==> src/rtl/fwd_pkg.sv <==
package fwd_pkg;

    typedef enum logic [1:0] {
        FW_NONE       = 2'd0,
        FW_EXMEM_ONLY = 2'd1,
        FW_MEMWB_ONLY = 2'd2,
        FW_FULL       = 2'd3
    } fwd_policy_e;

    typedef enum logic [1:0] {
        OPND_RF  = 2'b00,
        OPND_MWB = 2'b01,
        OPND_EXM = 2'b10
    } opnd_sel_e;

    typedef struct packed {
        opnd_sel_e sel_a;
        opnd_sel_e sel_b;
    } fwd_state_t;

endpackage

==> src/rtl/hz_match.sv <==
module hz_match #(
    parameter int AW = 5
) (
    input  logic [AW-1:0] src,
    input  logic [AW-1:0] dst,
    input  logic          we,
    output logic          hit
);
    // Register 0 and non-writing producers never create a dependence.
    always_comb begin
        hit = we && (dst != '0) && (dst == src);
    end
endmodule

==> src/rtl/hz_resolve.sv <==
module hz_resolve
    import fwd_pkg::*;
#(
    parameter fwd_policy_e POLICY = FW_FULL
) (
    input  logic      hit_ex,
    input  logic      late_ex,
    input  logic      hit_mem,
    output opnd_sel_e sel,
    output logic      need_stall
);
    always_comb begin
        sel        = OPND_RF;
        need_stall = 1'b0;
        if (hit_ex) begin
            // Newest producer wins; the older match is irrelevant.
            unique case (POLICY)
                FW_FULL, FW_EXMEM_ONLY: begin
                    if (late_ex) need_stall = 1'b1;
                    else         sel        = OPND_EXM;
                end
                default: need_stall = 1'b1;
            endcase
        end else if (hit_mem) begin
            unique case (POLICY)
                FW_FULL, FW_MEMWB_ONLY: sel        = OPND_MWB;
                default:                need_stall = 1'b1;
            endcase
        end
    end
endmodule

==> src/rtl/fwd_stall_unit.sv <==
module fwd_stall_unit
    import fwd_pkg::*;
#(
    parameter int          AW     = 5,
    parameter fwd_policy_e POLICY = FW_FULL
) (
    input  logic          clk,
    input  logic          rst_n,
    input  logic [AW-1:0] src_a,
    input  logic [AW-1:0] src_b,
    input  logic [AW-1:0] ex_rd,
    input  logic          ex_we,
    input  logic          ex_late,
    input  logic [AW-1:0] mem_rd,
    input  logic          mem_we,
    output logic          stall,
    output logic [1:0]    sel_a,
    output logic [1:0]    sel_b
);
    localparam int NSRC = 2;

    logic [AW-1:0] src_v [NSRC];
    logic          hit_ex_v  [NSRC];
    logic          hit_mem_v [NSRC];
    opnd_sel_e     sel_v     [NSRC];
    logic          stall_v   [NSRC];

    fwd_state_t st_d, st_q;

    assign src_v[0] = src_a;
    assign src_v[1] = src_b;

    for (genvar s = 0; s < NSRC; s++) begin : g_src
        hz_match #(.AW(AW)) u_m_ex (
            .src (src_v[s]),
            .dst (ex_rd),
            .we  (ex_we),
            .hit (hit_ex_v[s])
        );
        hz_match #(.AW(AW)) u_m_mem (
            .src (src_v[s]),
            .dst (mem_rd),
            .we  (mem_we),
            .hit (hit_mem_v[s])
        );
        hz_resolve #(.POLICY(POLICY)) u_res (
            .hit_ex     (hit_ex_v[s]),
            .late_ex    (ex_late),
            .hit_mem    (hit_mem_v[s]),
            .sel        (sel_v[s]),
            .need_stall (stall_v[s])
        );
    end

    always_comb begin
        stall = stall_v[0] | stall_v[1];
        st_d  = st_q;
        if (stall) begin
            st_d.sel_a = OPND_RF;
            st_d.sel_b = OPND_RF;
        end else begin
            st_d.sel_a = sel_v[0];
            st_d.sel_b = sel_v[1];
        end
    end

    always_ff @(posedge clk) begin
        if (!rst_n) begin
            st_q.sel_a <= OPND_RF;
            st_q.sel_b <= OPND_RF;
        end else begin
            st_q <= st_d;
        end
    end

    assign sel_a = st_q.sel_a;
    assign sel_b = st_q.sel_b;

    // the unused code never reaches the operand muxes
    a_r12_legal_code: assert property (@(posedge clk) disable iff (!rst_n)
        (sel_a != 2'b11) && (sel_b != 2'b11));

    // a stall cycle leaves a bubble with register-file selects
    a_r12_bubble_rf: assert property (@(posedge clk) disable iff (!rst_n)
        stall |=> (sel_a == 2'b00) && (sel_b == 2'b00));

    // producers that write nothing or write register 0 never stall
    a_r2_ignored: assert property (@(posedge clk) disable iff (!rst_n)
        ((!ex_we || ex_rd == '0) && (!mem_we || mem_rd == '0)) |-> !stall);

    if (POLICY == FW_NONE) begin : g_chk_none
        // without forwarding only the register file feeds the ALU
        a_r10_rf_only: assert property (@(posedge clk) disable iff (!rst_n)
            (sel_a == 2'b00) && (sel_b == 2'b00));
    end

    if (POLICY == FW_FULL) begin : g_chk_full
        // a late producer directly ahead always costs a stall
        a_r5_late_stall: assert property (@(posedge clk) disable iff (!rst_n)
            (ex_we && ex_late && ex_rd != '0 && ex_rd == src_a) |-> stall);
        // an early producer directly ahead is taken from EX/MEM
        a_r4_next_cycle: assert property (@(posedge clk) disable iff (!rst_n)
            (ex_we && !ex_late && ex_rd != '0 && ex_rd == src_a
             && !(ex_rd == src_b && ex_late)) |=> (sel_a == 2'b10));
    end
endmodule

==> config.mk <==
export PLATFORM = sky130hd
export DESIGN_NAME = fwd_stall_unit
export DESIGN_NICKNAME = d
export VERILOG_FILES = /design/src/rtl/fwd_pkg.sv /design/src/rtl/hz_match.sv /design/src/rtl/hz_resolve.sv /design/src/rtl/fwd_stall_unit.sv
export SDC_FILE = /design/constraint.sdc
export NUM_CORES = 1
export LEC_CHECK = 0
export ABC_AREA = 0
export BUFFER_PORTS_ARGS = -buffer_cell sky130_fd_sc_hd__buf_2
export CAP_MARGIN = 40
export CORE_AREA = 3 3 40 42
export DETAILED_ROUTE_END_ITERATION = 7
export DIE_AREA = 0 0 43 45
export SLEW_MARGIN = 20
export SYNTH_ARGS = -nofsm -noshare
export SYNTH_HDL_FRONTEND = slang
export SYNTH_SLANG_ARGS = --single-unit
export TNS_END_PERCENT = 50
==> constraint.sdc <==
create_clock -name clk -period 1.94 [get_ports clk]
set_clock_uncertainty 0.05 [all_clocks]
set_input_delay 0.194 -clock clk [delete_from_list [all_inputs] [get_ports clk]]
set_output_delay 0.194 -clock clk [all_outputs]
set_load 0.01 [all_outputs]
Word level (Yosys, flattened, before mapping)
Cells that the tools add are included.
{"block": "totals", "wordCells": 25, "output_inout_bits": 5, "in_bits": 25, "reg_bits": 4}
{"block": "op_classes", "n_bitwise": 2, "n_reduce_logical": 9, "mux": 8, "eq_ne": 4}
{"cell": "== test 5 bit", "n": 4}
{"cell": "nonzero test 5 bit", "n": 2}
{"cell": "logical AND 1 bit", "n": 6}
{"cell": "2-to-1 mux 2 bit", "n": 3}
{"cell": "2-to-1 mux 1 bit", "n": 5}
{"cell": "OR reduction 2 bit", "n": 1}
{"cell": "NOT 1 bit", "n": 1}
{"cell": "OR 1 bit", "n": 1}

Logic depth before layout (Yosys ltp)
Gate-level depths: netlist (run 1).
{"block": "depth", "depth_word": 6, "depth_mapped": 4, "depth_no_buf": 4}

Cells and area by module
A second synthesis (run 1) with hierarchy kept.
{"block": "unflattened", "hier_cells": 55, "area_unflattened_um2": 486.7}
{"module": "hz_match", "cells_per_inst": 10, "n_inst": 4, "seq_area_each_um2": 0.0, "area_each_um2": 76.3}
{"module": "fwd_stall_unit", "cells_per_inst": 9, "n_inst": 1, "seq_area_each_um2": 80.1, "area_each_um2": 136.4}
{"module": "hz_resolve", "cells_per_inst": 3, "n_inst": 2, "seq_area_each_um2": 0.0, "area_each_um2": 22.5}

Least setup slack after synthesis (run 1)
Ideal clock, no wire load.
{"block": "synth_timing", "path_type": "in2reg", "startpoint": "input ex_rd[3]", "endpoint": "register sel_b[0] (netlist name)", "required_time_ns": 1.787, "cell_stages": 4, "path_buffers": 0, "arrival_time_ns": 1.262, "setup_ns": 0.103, "slack_ns": 0.524, "path_cell_list": "or4_1 nor2_2 nor4_2 a2111oi_2"}
{"block": "synth_between", "elab_chain_cells": 6, "word_cells_on_any_way": 11, "cone_classes": "eq/ne (2); mux (3); bitwise (1); reduce/logical (5)"}
{"item": "start: declaration", "line": "fwd_stall_unit.sv:11", "source": "input logic [AW-1:0] ex_rd,"}
{"item": "nonzero test 5 bit", "line": "hz_match.sv:11", "source": "hit = we && (dst != '0) && (dst == src);"}
{"item": "logical AND 1 bit (2 in a row)", "line": "hz_match.sv:11"}
{"item": "2-to-1 mux 1 bit", "line": "hz_resolve.sv:15", "source": "if (hit_ex) begin"}
{"item": "OR 1 bit", "line": "fwd_stall_unit.sv:56", "source": "stall = stall_v[0] | stall_v[1];"}
{"item": "OR reduction 2 bit (no line)"}
Parallel ways exist; a longest one is shown, timed or not.
A chain may end at the register's enable or synchronous reset.

Final worst setup path (run 1)
{"block": "layout_timing", "startpoint": "input ex_rd[3]", "endpoint": "output stall"}
{"block": "layout_between", "elab_chain_cells": 5, "word_cells_on_any_way": 9, "cone_classes": "eq/ne (2); mux (2); bitwise (1); reduce/logical (4)"}
{"item": "nonzero test 5 bit", "line": "hz_match.sv:11"}
{"item": "logical AND 1 bit (2 in a row)", "line": "hz_match.sv:11"}
{"item": "2-to-1 mux 1 bit", "line": "hz_resolve.sv:15"}
{"item": "OR 1 bit (*)", "line": "fwd_stall_unit.sv:56"}
{"item": "end: declaration", "line": "fwd_stall_unit.sv:16", "source": "output logic stall,"}
Mark *: on every way between the ends. The rest lies on a longest branch, timed or not.

==> flow_metrics.py, run 1 <==
metrics = {
    "hold_path": {
        "min_from": "ex_late",
        "hp-class": "in -> reg",
    },
    "route": {
        "first_pass_iters": 2,
        "drt_iter0_markers": 4,
        "viasPerCell": 4.659,
        "vias": 410,
        "drtAntennaViolNets": 0,
        "drc_errors": 0,
        "routed_wl_um": 982,
        "avgRoutedWirePerCell_um": 11.16,
    },
    "grt": {
        "grt_pass1_wl_um": 1621,
        "grt_antenna_before_repair": 0,
        "use_met3_pct": 2.789,
        "grt_max_degree": 6,
        "grt_pass1_vias": 405,
        "grt-ovfl-total": 0,
        "use_met1_pct": 14.15,
        "grt_busiest_layer": "met2",
        "grt_use_total_pct": 11.39,
        "grt_use_met2_pct": 17.66,
    },
    "critical_path": {
        "worstPathRequired_ps": 1700,
        "crit_start": "ex_rd[3]",
        "start_kind": "input pin",
        "timing.critical_path.buf_inv": 2,
        "crit_path_frequent_cell": "buf_2",
        "cpPeakStageDelay_ps": 530,
        "worst_path_max_delay_cell": "or4_1",
        "crit_chain": "buf_2, or4_1, nor2_2, nor4_2, o21a_1, buf_2",
        "path_max_fanout": 4,
        "cp.arrival_ps": 1390,
        "critPathKind": "in -> out",
        "cp_top_family": "simple AND/OR/NAND/NOR gates",
        "endpoint_kind": "primary output",
    },
    "die": {
        "die_w_um": 43,
        "start_util_pct": 31.06,
        "io_pins": 30,
        "core_area_um2": 1285,
        "die_h_um": 45,
        "std_cell_rows": 13,
        "die_area_um2": 1935,
    },
    "cts": {
        "cts_buffers": 3,
        "clock-sinks": 4,
        "cts-htree-levels": 1,
        "clockRootBuffer": "clkbuf_4",
        "cts_tree": "yes",
        "clk_pin_slew_ps": 40,
        "cts_resized": 0,
        "ctsHoldBuffers": 0,
        "post_cts_buffers": 0,
        "clock_path_buffers": 2,
    },
    "pwr": {
        "total_power_mw": 0.2724,
        "p_per_area_nw_per_um2": 465.2,
        "power.leakage_nw": 0.2594,
        "peakVddDrop_v": 0.0001291,
    },
    "placement": {
        "place.gp.congestion": 0.6701,
        "io_buffers": 29,
        "hpwl_um": 888.5,
    },
    "sta": {
        "rsz0062_at_grt": "false",
        "final_hold_viol_count": 0,
        "slew_violations": 0,
        "post-route-min-period_ps": 1638,
        "fmax_ghz": 0.6105,
        "setup_viol_count_final": 0,
        "relSlewSlack_pct": 69.09,
        "worst_slew_pin_slew_ps": 459.8,
        "fin_setup_tns_ps": 0,
        "hold_ws_ps": 164.2,
        "post-route-period-util_pct": 84.43,
    },
    "synthesis": {
        "synthCells": 41,
        "yosys-mux-area-fraction_pct": 0,
        "netlist_area_um2": 399.1,
        "synth.yosys.warnings": 0,
        "synth-xor-area-share_pct": 43.89,
        "syn-num-nets": 66,
        "synth.distinct_cells": 13,
        "syn_area_per_cell_um2": 9.735,
        "ys_seq_area_share_pct": 20.06,
        "synth_top_family_by_area": "XOR/XNOR gates",
        "synthAdderAreaFrac_pct": 0,
        "ys_ff_latch": 4,
        "synth-simple-area-share_pct": 24.76,
        "synth_compound_area_share_pct": 11.29,
    },
    "layout": {
        "syn2layout_area_growth_pct": 46.71,
        "layout_commonest_cell": "buf_2",
        "layout_common_cells": "29 x buf_2, 10 x xor2_1, 10 x xnor2_1",
        "final_net_count": 100,
        "drive_gt1_share_pct": 53.42,
        "antennaDiodeCount": 0,
    },
    "run": {
        "drv_cap": 0,
    },
    "outcome": {
        "status": "finished clean",
    },
}
[per-stage QoR]
step           cells  utilization, %  setup WS (ps)  cell area (µm²)
6_report          88           45.57          302.0            585.6
5_1_grt           88           45.57          249.3            585.6
4_1_cts           88           45.57          297.0            585.6
3_5_place_dp      85           43.82          300.6            563.0
3_3_place_gp      85           43.82          299.7            563.0
2_1_floorplan     41               -          524.2            399.1
[kinds of logic (layout without fill, tap and decap cells)]
kind of cell | after synthesis | in the layout
xor+xnor | 20 | 20
simple gates | 13 | 13
compound gates | 4 | 4
flops | 4 | 4
buf+inv | 0 | 32
[power by group]
part	internal, mW	switching (mW)
Combinational	0.0452	0.0435
Clock	0.0690	0.0312
Sequential	0.0833	0.000113
Total	0.198	0.0749
[layer usage]
layer  part of all wire (%)  vias up
li1                       -      216
met1                     43      170
met2                     45       24
met3                     12        0
met4                      0        0
met5                      0        -
[synth_stat cells]
cell | n | share of area (%)
nand3_1 | 2 | 2.5
a2111oi_2 | 2 | 7.5
xnor2_1 | 10 | 22
nor3_1 | 2 | 2.5
xor2_1 | 10 | 22
dfxtp_1 | 4 | 20
nor4_2 | 2 | 6.3
nand4_1 | 2 | 3.1
or4_1 | 2 | 3.8
and3b_2 | 2 | 5.0
o211ai_1 | 1 | 1.9
o21a_1 | 1 | 1.9
nor2_2 | 1 | 1.6
[worst paths after layout]
kind                    to  slack [ps]  cells after the start
hold / removal    sel_a[0]         160                      2
setup / recovery     stall         300                      6
[cell type report]
class	count	area [µm²]
timing repair buffer	29	145.1
sequential	4	80.08
fill	129	699.4
clock buffer	3	22.52
tap	15	18.77
multi-input combinational	37	319.1
[registers in the layout (all words and copies together) (netlist names)]
register and cells:
sel_b 2, sel_a 2
Power figures use the tool's default switching activity.
==> run 2: changes to the inputs <==
--- a/config.mk
+++ b/config.mk
@@ -5,12 +5,13 @@
 export SDC_FILE = /design/constraint.sdc
 export NUM_CORES = 1
 export LEC_CHECK = 0
-export ABC_AREA = 0
+export ABC_AREA = 1
 export BUFFER_PORTS_ARGS = -buffer_cell sky130_fd_sc_hd__buf_2
 export CAP_MARGIN = 40
 export CORE_AREA = 3 3 40 42
 export DETAILED_ROUTE_END_ITERATION = 7
 export DIE_AREA = 0 0 43 45
+export PLACE_DENSITY = 0.7
 export SLEW_MARGIN = 20
 export SYNTH_ARGS = -nofsm -noshare
 export SYNTH_HDL_FRONTEND = slang
==> constraint.sdc (replaced) <==
create_clock -name clk -period 1.7 [get_ports clk]
set_clock_uncertainty 0.05 [all_clocks]
set_input_delay 0.17 -clock clk [delete_from_list [all_inputs] [get_ports clk]]
set_output_delay 0.17 -clock clk [all_outputs]
set_load 0.01 [all_outputs]
==> run 2 against run 1 <==
Against the previous run:
- sequential power up 14%
- sequential share of layout area down 1.8 points
- critical path depth up 1
- worst setup slack better by 210 ps
- cell count up 41%
- routed wire length up 8.4%
- global-route usage up 0.75 points
- final area up 16%
- combinational power up 35%
- count of clock-buffer cells in the layout unchanged
==> flow_metrics.py, run 2 <==
metrics = {
    "sta": {
        "worst_slew_pin_slew_ps": 157.5,
        "fmax_ghz": 0.8453,
        "post-route-min-period_ps": 1183,
        "rsz0062_at_grt": "false",
        "slew_violations": 0,
        "setup_ws_ps": 517.0,
        "setup_viol_count_final": 0,
        "post-route-period-util_pct": 69.59,
        "relSlewSlack_pct": 89.42,
        "final_hold_viol_count": 0,
        "fin_setup_tns_ps": 0,
    },
    "placement": {
        "place.gp.congestion": 0.7279,
        "dp_slack_ps": 498.4,
        "hpwl_um": 1020,
        "place_inst": 121,
        "io_buffers": 29,
    },
    "critical_path": {
        "worstPathRequired_ps": 1480,
        "start_kind": "input pin",
        "endpoint_kind": "primary output",
        "cp.arrival_ps": 960,
        "critPathKind": "in -> out",
        "path_max_fanout": 4,
    },
    "outcome": {
        "status": "finished clean",
    },
    "grt": {
        "grt_pass1_wl_um": 1842,
        "grt_use_total_pct": 12.14,
        "grt_pass1_vias": 514,
        "grt_antenna_before_repair": 0,
        "grt-ovfl-total": 0,
        "grt_max_degree": 5,
    },
    "synthesis": {
        "yosysMostFrequentCell": "nand2_1",
        "async_reset_ff_share_pct": 0,
        "syn_area_per_cell_um2": 6.370,
        "syn-num-nets": 102,
        "synth_area_leaders": "xnor2_1 18%, dfxtp_1 16%, nand2_1 15%",
        "synth.yosys.warnings": 0,
        "yosys.area.top_type": "xnor2_1",
        "netlist_area_um2": 490.5,
        "synth_edf_count": 0,
        "synthCells": 77,
        "synth_common_cells": "20 x nand2_1, 10 x inv_1, 10 x nor2_1, 10 x xnor2_1, 5 x xor2_1",
        "synth.distinct_cells": 16,
        "ys_ff_latch": 4,
        "synth_ff_type": "dfxtp_1",
        "synth_top_cell_area_share_pct": 17.86,
        "ys_seq_area_share_pct": 16.33,
    },
    "cts": {
        "ctsHoldBuffers": 0,
        "clock_path_buffers": 2,
        "post_cts_buffers": 0,
        "cts_tree": "yes",
        "cts_resized": 0,
        "cts-htree-levels": 1,
        "clockRootBuffer": "clkbuf_4",
        "clock-sinks": 4,
        "cts_buffers": 3,
        "clk_pin_slew_ps": 30,
    },
    "layout": {
        "syn2layout_area_growth_pct": 38.01,
        "final_net_count": 136,
        "layout_common_cells": "29 x buf_2, 20 x nand2_1, 10 x xnor2_1, 10 x nor2_1, 10 x inv_1",
        "largest_registers": "sel_a (2), sel_b (2)",
        "stdcell_count": 124,
        "final_core_util_pct": 52.68,
        "drive_gt1_share_pct": 39.45,
        "layout_commonest_cell": "buf_2",
        "antennaDiodeCount": 0,
    },
    "route": {
        "vias": 541,
        "drc_errors": 0,
        "drt_iter0_markers": 4,
        "first_pass_iters": 4,
        "avgRoutedWirePerCell_um": 8.581,
        "viasPerCell": 4.363,
        "routed_wl_um": 1064,
        "drtAntennaViolNets": 0,
    },
    "pwr": {
        "power.leakage_nw": 0.3707,
        "p_per_area_nw_per_um2": 480.8,
        "peakVddDrop_v": 0.0001472,
    },
    "die": {
        "std_cell_rows": 13,
        "die_h_um": 45,
        "die_area_um2": 1935,
        "start_util_pct": 38.17,
        "io_pins": 30,
        "core_area_um2": 1285,
        "die_w_um": 43,
    },
    "hold_path": {
        "hp-class": "in -> reg",
    },
    "run": {
        "drv_cap": 0,
    },
}
[run 2: logic make-up (layout without fill, tap and decap cells)]
group | count (synthesis) | after routing | synth area share, %
flops | 4 | 4 | 16.33
compound gates | 1 | 1 | 1.019
simple gates | 44 | 44 | 45.92
buf+inv | 13 | 45 | 9.950
xor+xnor | 15 | 15 | 26.78
[run 2: layout make-up]
class / instances / area [µm²]
clock buffers: 3 / 22.52
fillers: 135 / 608.1
inverters: 13 / 48.80
multi-input cells: 60 / 361.6
flip-flops and latches: 4 / 80.08
well taps: 15 / 18.77
repair buffers: 29 / 145.1
[run 2: report_power, final]
group	switching (mW)	total (mW)	internal (mW)	leakage [nW]
sequential	0.000111	0.0953	0.0951	0.0322
clock	0.0316	0.110	0.0785	0.0138
combinational	0.0631	0.120	0.0571	0.325
total	0.0947	0.325	0.231	0.371
[run 2: layer usage]
layer | track usage, % | share of wire [%] | vias up
met5 | 0 | 0 | -
met4 | 3.614 | 0 | 0
met3 | 1.195 | 7.2 | 0
met2 | 23.35 | 51 | 18
met1 | 14.15 | 41 | 223
li1 | - | - | 300
[run 2: through the flow]
| stage | area, µm² | total power [mW] | hold slack [ps] |
|---|---|---|---|
| after detailed placement | 654.4 | 0.2189 | 365.2 |
| final | 676.9 | 0.3254 | 129.0 |
| after floorplan | 490.5 | 0.1635 | 189.7 |
| after global routing | 676.9 | 0.3514 | 134.5 |
| after CTS | 676.9 | 0.3322 | 125.9 |
| after global placement | 654.4 | 0.2164 | 356.2 |
[run 2: critical path, cell delays in order]
cell and delay, ps:
buf_2 130, xnor2_1 150, nand2_1 70, nor2_1 120
nand4_1 130, nand2_1 80, buf_2 120
[run 2: path summary, 6_finish.rpt]
path      from  endpoint  slack [ps]  cells after the start
max   ex_rd[0]     stall         520                      7
min    ex_late  sel_a[1]         130                      2
==> run 3: changes to the inputs <==
--- a/config.mk
+++ b/config.mk
@@ -8,10 +8,10 @@
 export ABC_AREA = 1
 export BUFFER_PORTS_ARGS = -buffer_cell sky130_fd_sc_hd__buf_2
 export CAP_MARGIN = 40
-export CORE_AREA = 3 3 40 42
+export CORE_MARGIN = 3
+export CORE_UTILIZATION = 37
 export DETAILED_ROUTE_END_ITERATION = 7
-export DIE_AREA = 0 0 43 45
-export PLACE_DENSITY = 0.7
+export PLACE_DENSITY = 0.73
 export SLEW_MARGIN = 20
 export SYNTH_ARGS = -nofsm -noshare
 export SYNTH_HDL_FRONTEND = slang
==> constraint.sdc (replaced) <==
create_clock -name clk -period 1 [get_ports clk]
set_clock_uncertainty 0.05 [all_clocks]
set_input_delay 0.1 -clock clk [delete_from_list [all_inputs] [get_ports clk]]
set_output_delay 0.1 -clock clk [all_outputs]
set_load 0.01 [all_outputs]
==> run 3 against run 2 <==
Against the previous run:
- cell count rose by 4.0%
- non-clock buffer count rose by 6
- routed wire length rose by 45%
- critical path type unchanged
- via count rose by 12%
- combinational power rose by 130%
- first-iteration DRC count rose by 130%
- hold slack got worse by 83 ps
- critical endpoint unchanged
- clock power rose by 88%
- the run now ends with setup timing left
- global-route usage rose by 3.9 points
==> flow_metrics.py, run 3 (synthesized netlist as in run 2, its figures left out) <==
metrics = {
    "sta": {
        "post-route-period-util_pct": 102.8,
        "setup_ws_ps": -28.44,
        "fmax_ghz": 0.9723,
        "final_hold_viol_count": 0,
        "slew_violations": 0,
        "rsz0062_at_grt": "true",
        "worst_slew_pin_slew_ps": 187.4,
        "setup_viol_count_final": 1,
        "fin_setup_tns_ps": -28.44,
        "post-route-min-period_ps": 1028,
        "relSlewSlack_pct": 87.41,
    },
    "outcome": {
        "status": "finished, violations left",
        "failed_checks": "setup timing",
    },
    "pwr": {
        "p_per_area_nw_per_um2": 783.3,
        "clkPwrFrac_pct": 32.3,
        "p_int_mw": 0.4395,
        "total_power_mw": 0.6420,
        "netSwitchingFraction_pct": 31.54,
        "seqPwrFrac_pct": 25.2,
        "peakVddDrop_v": 0.0003946,
        "combPwrFrac_pct": 42.5,
        "p_switching_mw": 0.2025,
        "power.leakage_nw": 0.4311,
    },
    "grt": {
        "use_met3_pct": 1.717,
        "grt_use_total_pct": 16.01,
        "grt_busiest_layer": "met2",
        "grt_pass1_wl_um": 2228,
        "grt_pass1_vias": 549,
        "grt_max_degree": 5,
        "grt-ovfl-total": 0,
        "use_met1_pct": 20.45,
        "grt_use_met2_pct": 26.44,
        "grt_antenna_before_repair": 0,
    },
    "cts": {
        "clock-sinks": 4,
        "clockRootBuffer": "clkbuf_4",
        "clock_path_buffers": 2,
        "cts_buffers": 3,
        "clk_pin_slew_ps": 40,
        "cts-htree-levels": 1,
        "cts_tree": "yes",
    },
    "layout": {
        "antennaDiodeCount": 0,
        "syn2layout_area_growth_pct": 67.09,
        "drive_gt1_share_pct": 50.43,
        "largest_registers": "sel_a (2), sel_b (2)",
        "layout_common_cells": "19 x nand2_1, 19 x buf_2, 8 x nor2_1, 8 x xnor2_1, 7 x buf_6",
        "final_net_count": 142,
    },
    "run": {
        "drv_cap": 0,
    },
    "die": {
        "die_h_um": 42.41,
        "std_cell_rows": 12,
        "core_area_um2": 1171,
        "start_util_pct": 41.88,
        "die_w_um": 42.41,
        "die_area_um2": 1799,
        "io_pins": 30,
    },
    "placement": {
        "io_buffers": 29,
        "hpwl_um": 1044,
        "dp_slack_ps": -45.80,
        "place.gp.congestion": 0.7834,
    },
    "critical_path": {
        "path_max_fanout": 3,
        "cp.arrival_ps": 880,
        "endpoint_kind": "primary output",
        "critPathKind": "in -> out",
        "start_kind": "input pin",
        "worstPathRequired_ps": 850,
    },
    "route": {
        "drtAntennaViolNets": 0,
        "first_pass_iters": 4,
        "routed_wl_um": 1539,
        "drc_errors": 0,
        "drt_iter0_markers": 9,
        "vias": 606,
        "avgRoutedWirePerCell_um": 11.93,
        "viasPerCell": 4.698,
    },
    "hold_path": {
        "hp-class": "in -> reg",
        "min_delay_path_depth": 2,
        "hold_end": "sel_b[1]",
        "min_from": "ex_late",
    },
}
run 3: power by group through the flow:
stage	Clock (mW)	Combinational (mW)	Sequential, mW
3_5_place_dp	0	0.214	0.164
6_report	0.207	0.273	0.162
4_1_cts	0.207	0.239	0.162
2_1_floorplan	0	0.113	0.165
3_3_place_gp	0	0.209	0.164
5_1_grt	0.228	0.299	0.162
run 3: cell type report:
class / instances / area [µm²]
multi-input combinational: 60 / 384.1
tap: 14 / 17.52
inverter: 13 / 51.30
fill: 106 / 351.6
clock buffer: 3 / 22.52
sequential: 4 / 80.08
timing repair buffer: 35 / 264.0
run 3: through the flow:
stage	util (%)	hold slack (ps)	cells	instance area, µm²
detailed placement	57.05	294.4	122	668.1
global route	69.98	50.76	129	819.5
global placement	57.05	284.6	122	668.1
CTS	64.64	47.18	128	757.0
finish	69.98	46.15	129	819.5
floorplan	-	119.7	77	490.5
run 3: worst max-delay path by stage:
stage / from / to / slack [ps] / cells after the start
after floorplan: ex_rd[1] / sel_b[0] / 220 / 6
after global placement: ex_rd[0] / stall / -30 / 7
after detailed placement: ex_rd[1] / stall / -50 / 7
after CTS: src_b[1] / stall / -10 / 7
after global routing: src_b[3] / stall / -80 / 6
final: ex_rd[1] / stall / -30 / 9
run 3: critical path, cell delays in order:
cell and delay (ps):
buf_8 110, inv_4 50, nand2_1 60, nand2_1 80
nand3_2 100, nor2_4 120, nand3_2 80, nand2_1 70
buf_2 120
run 3: timing repair:
action | CTS | global route
pin swaps | 5 | 12
hold buffers | 0 | 0
resized for setup | 9 | 21
setup buffers | 3 | 1
setup endpoints to repair | 1 | 3
run 3: routing by layer:
layer	share of wire, %	routed length [µm]
met4	3.6	55
met3	6.1	94
met1	38	586
met5	0	0
met2	52	802
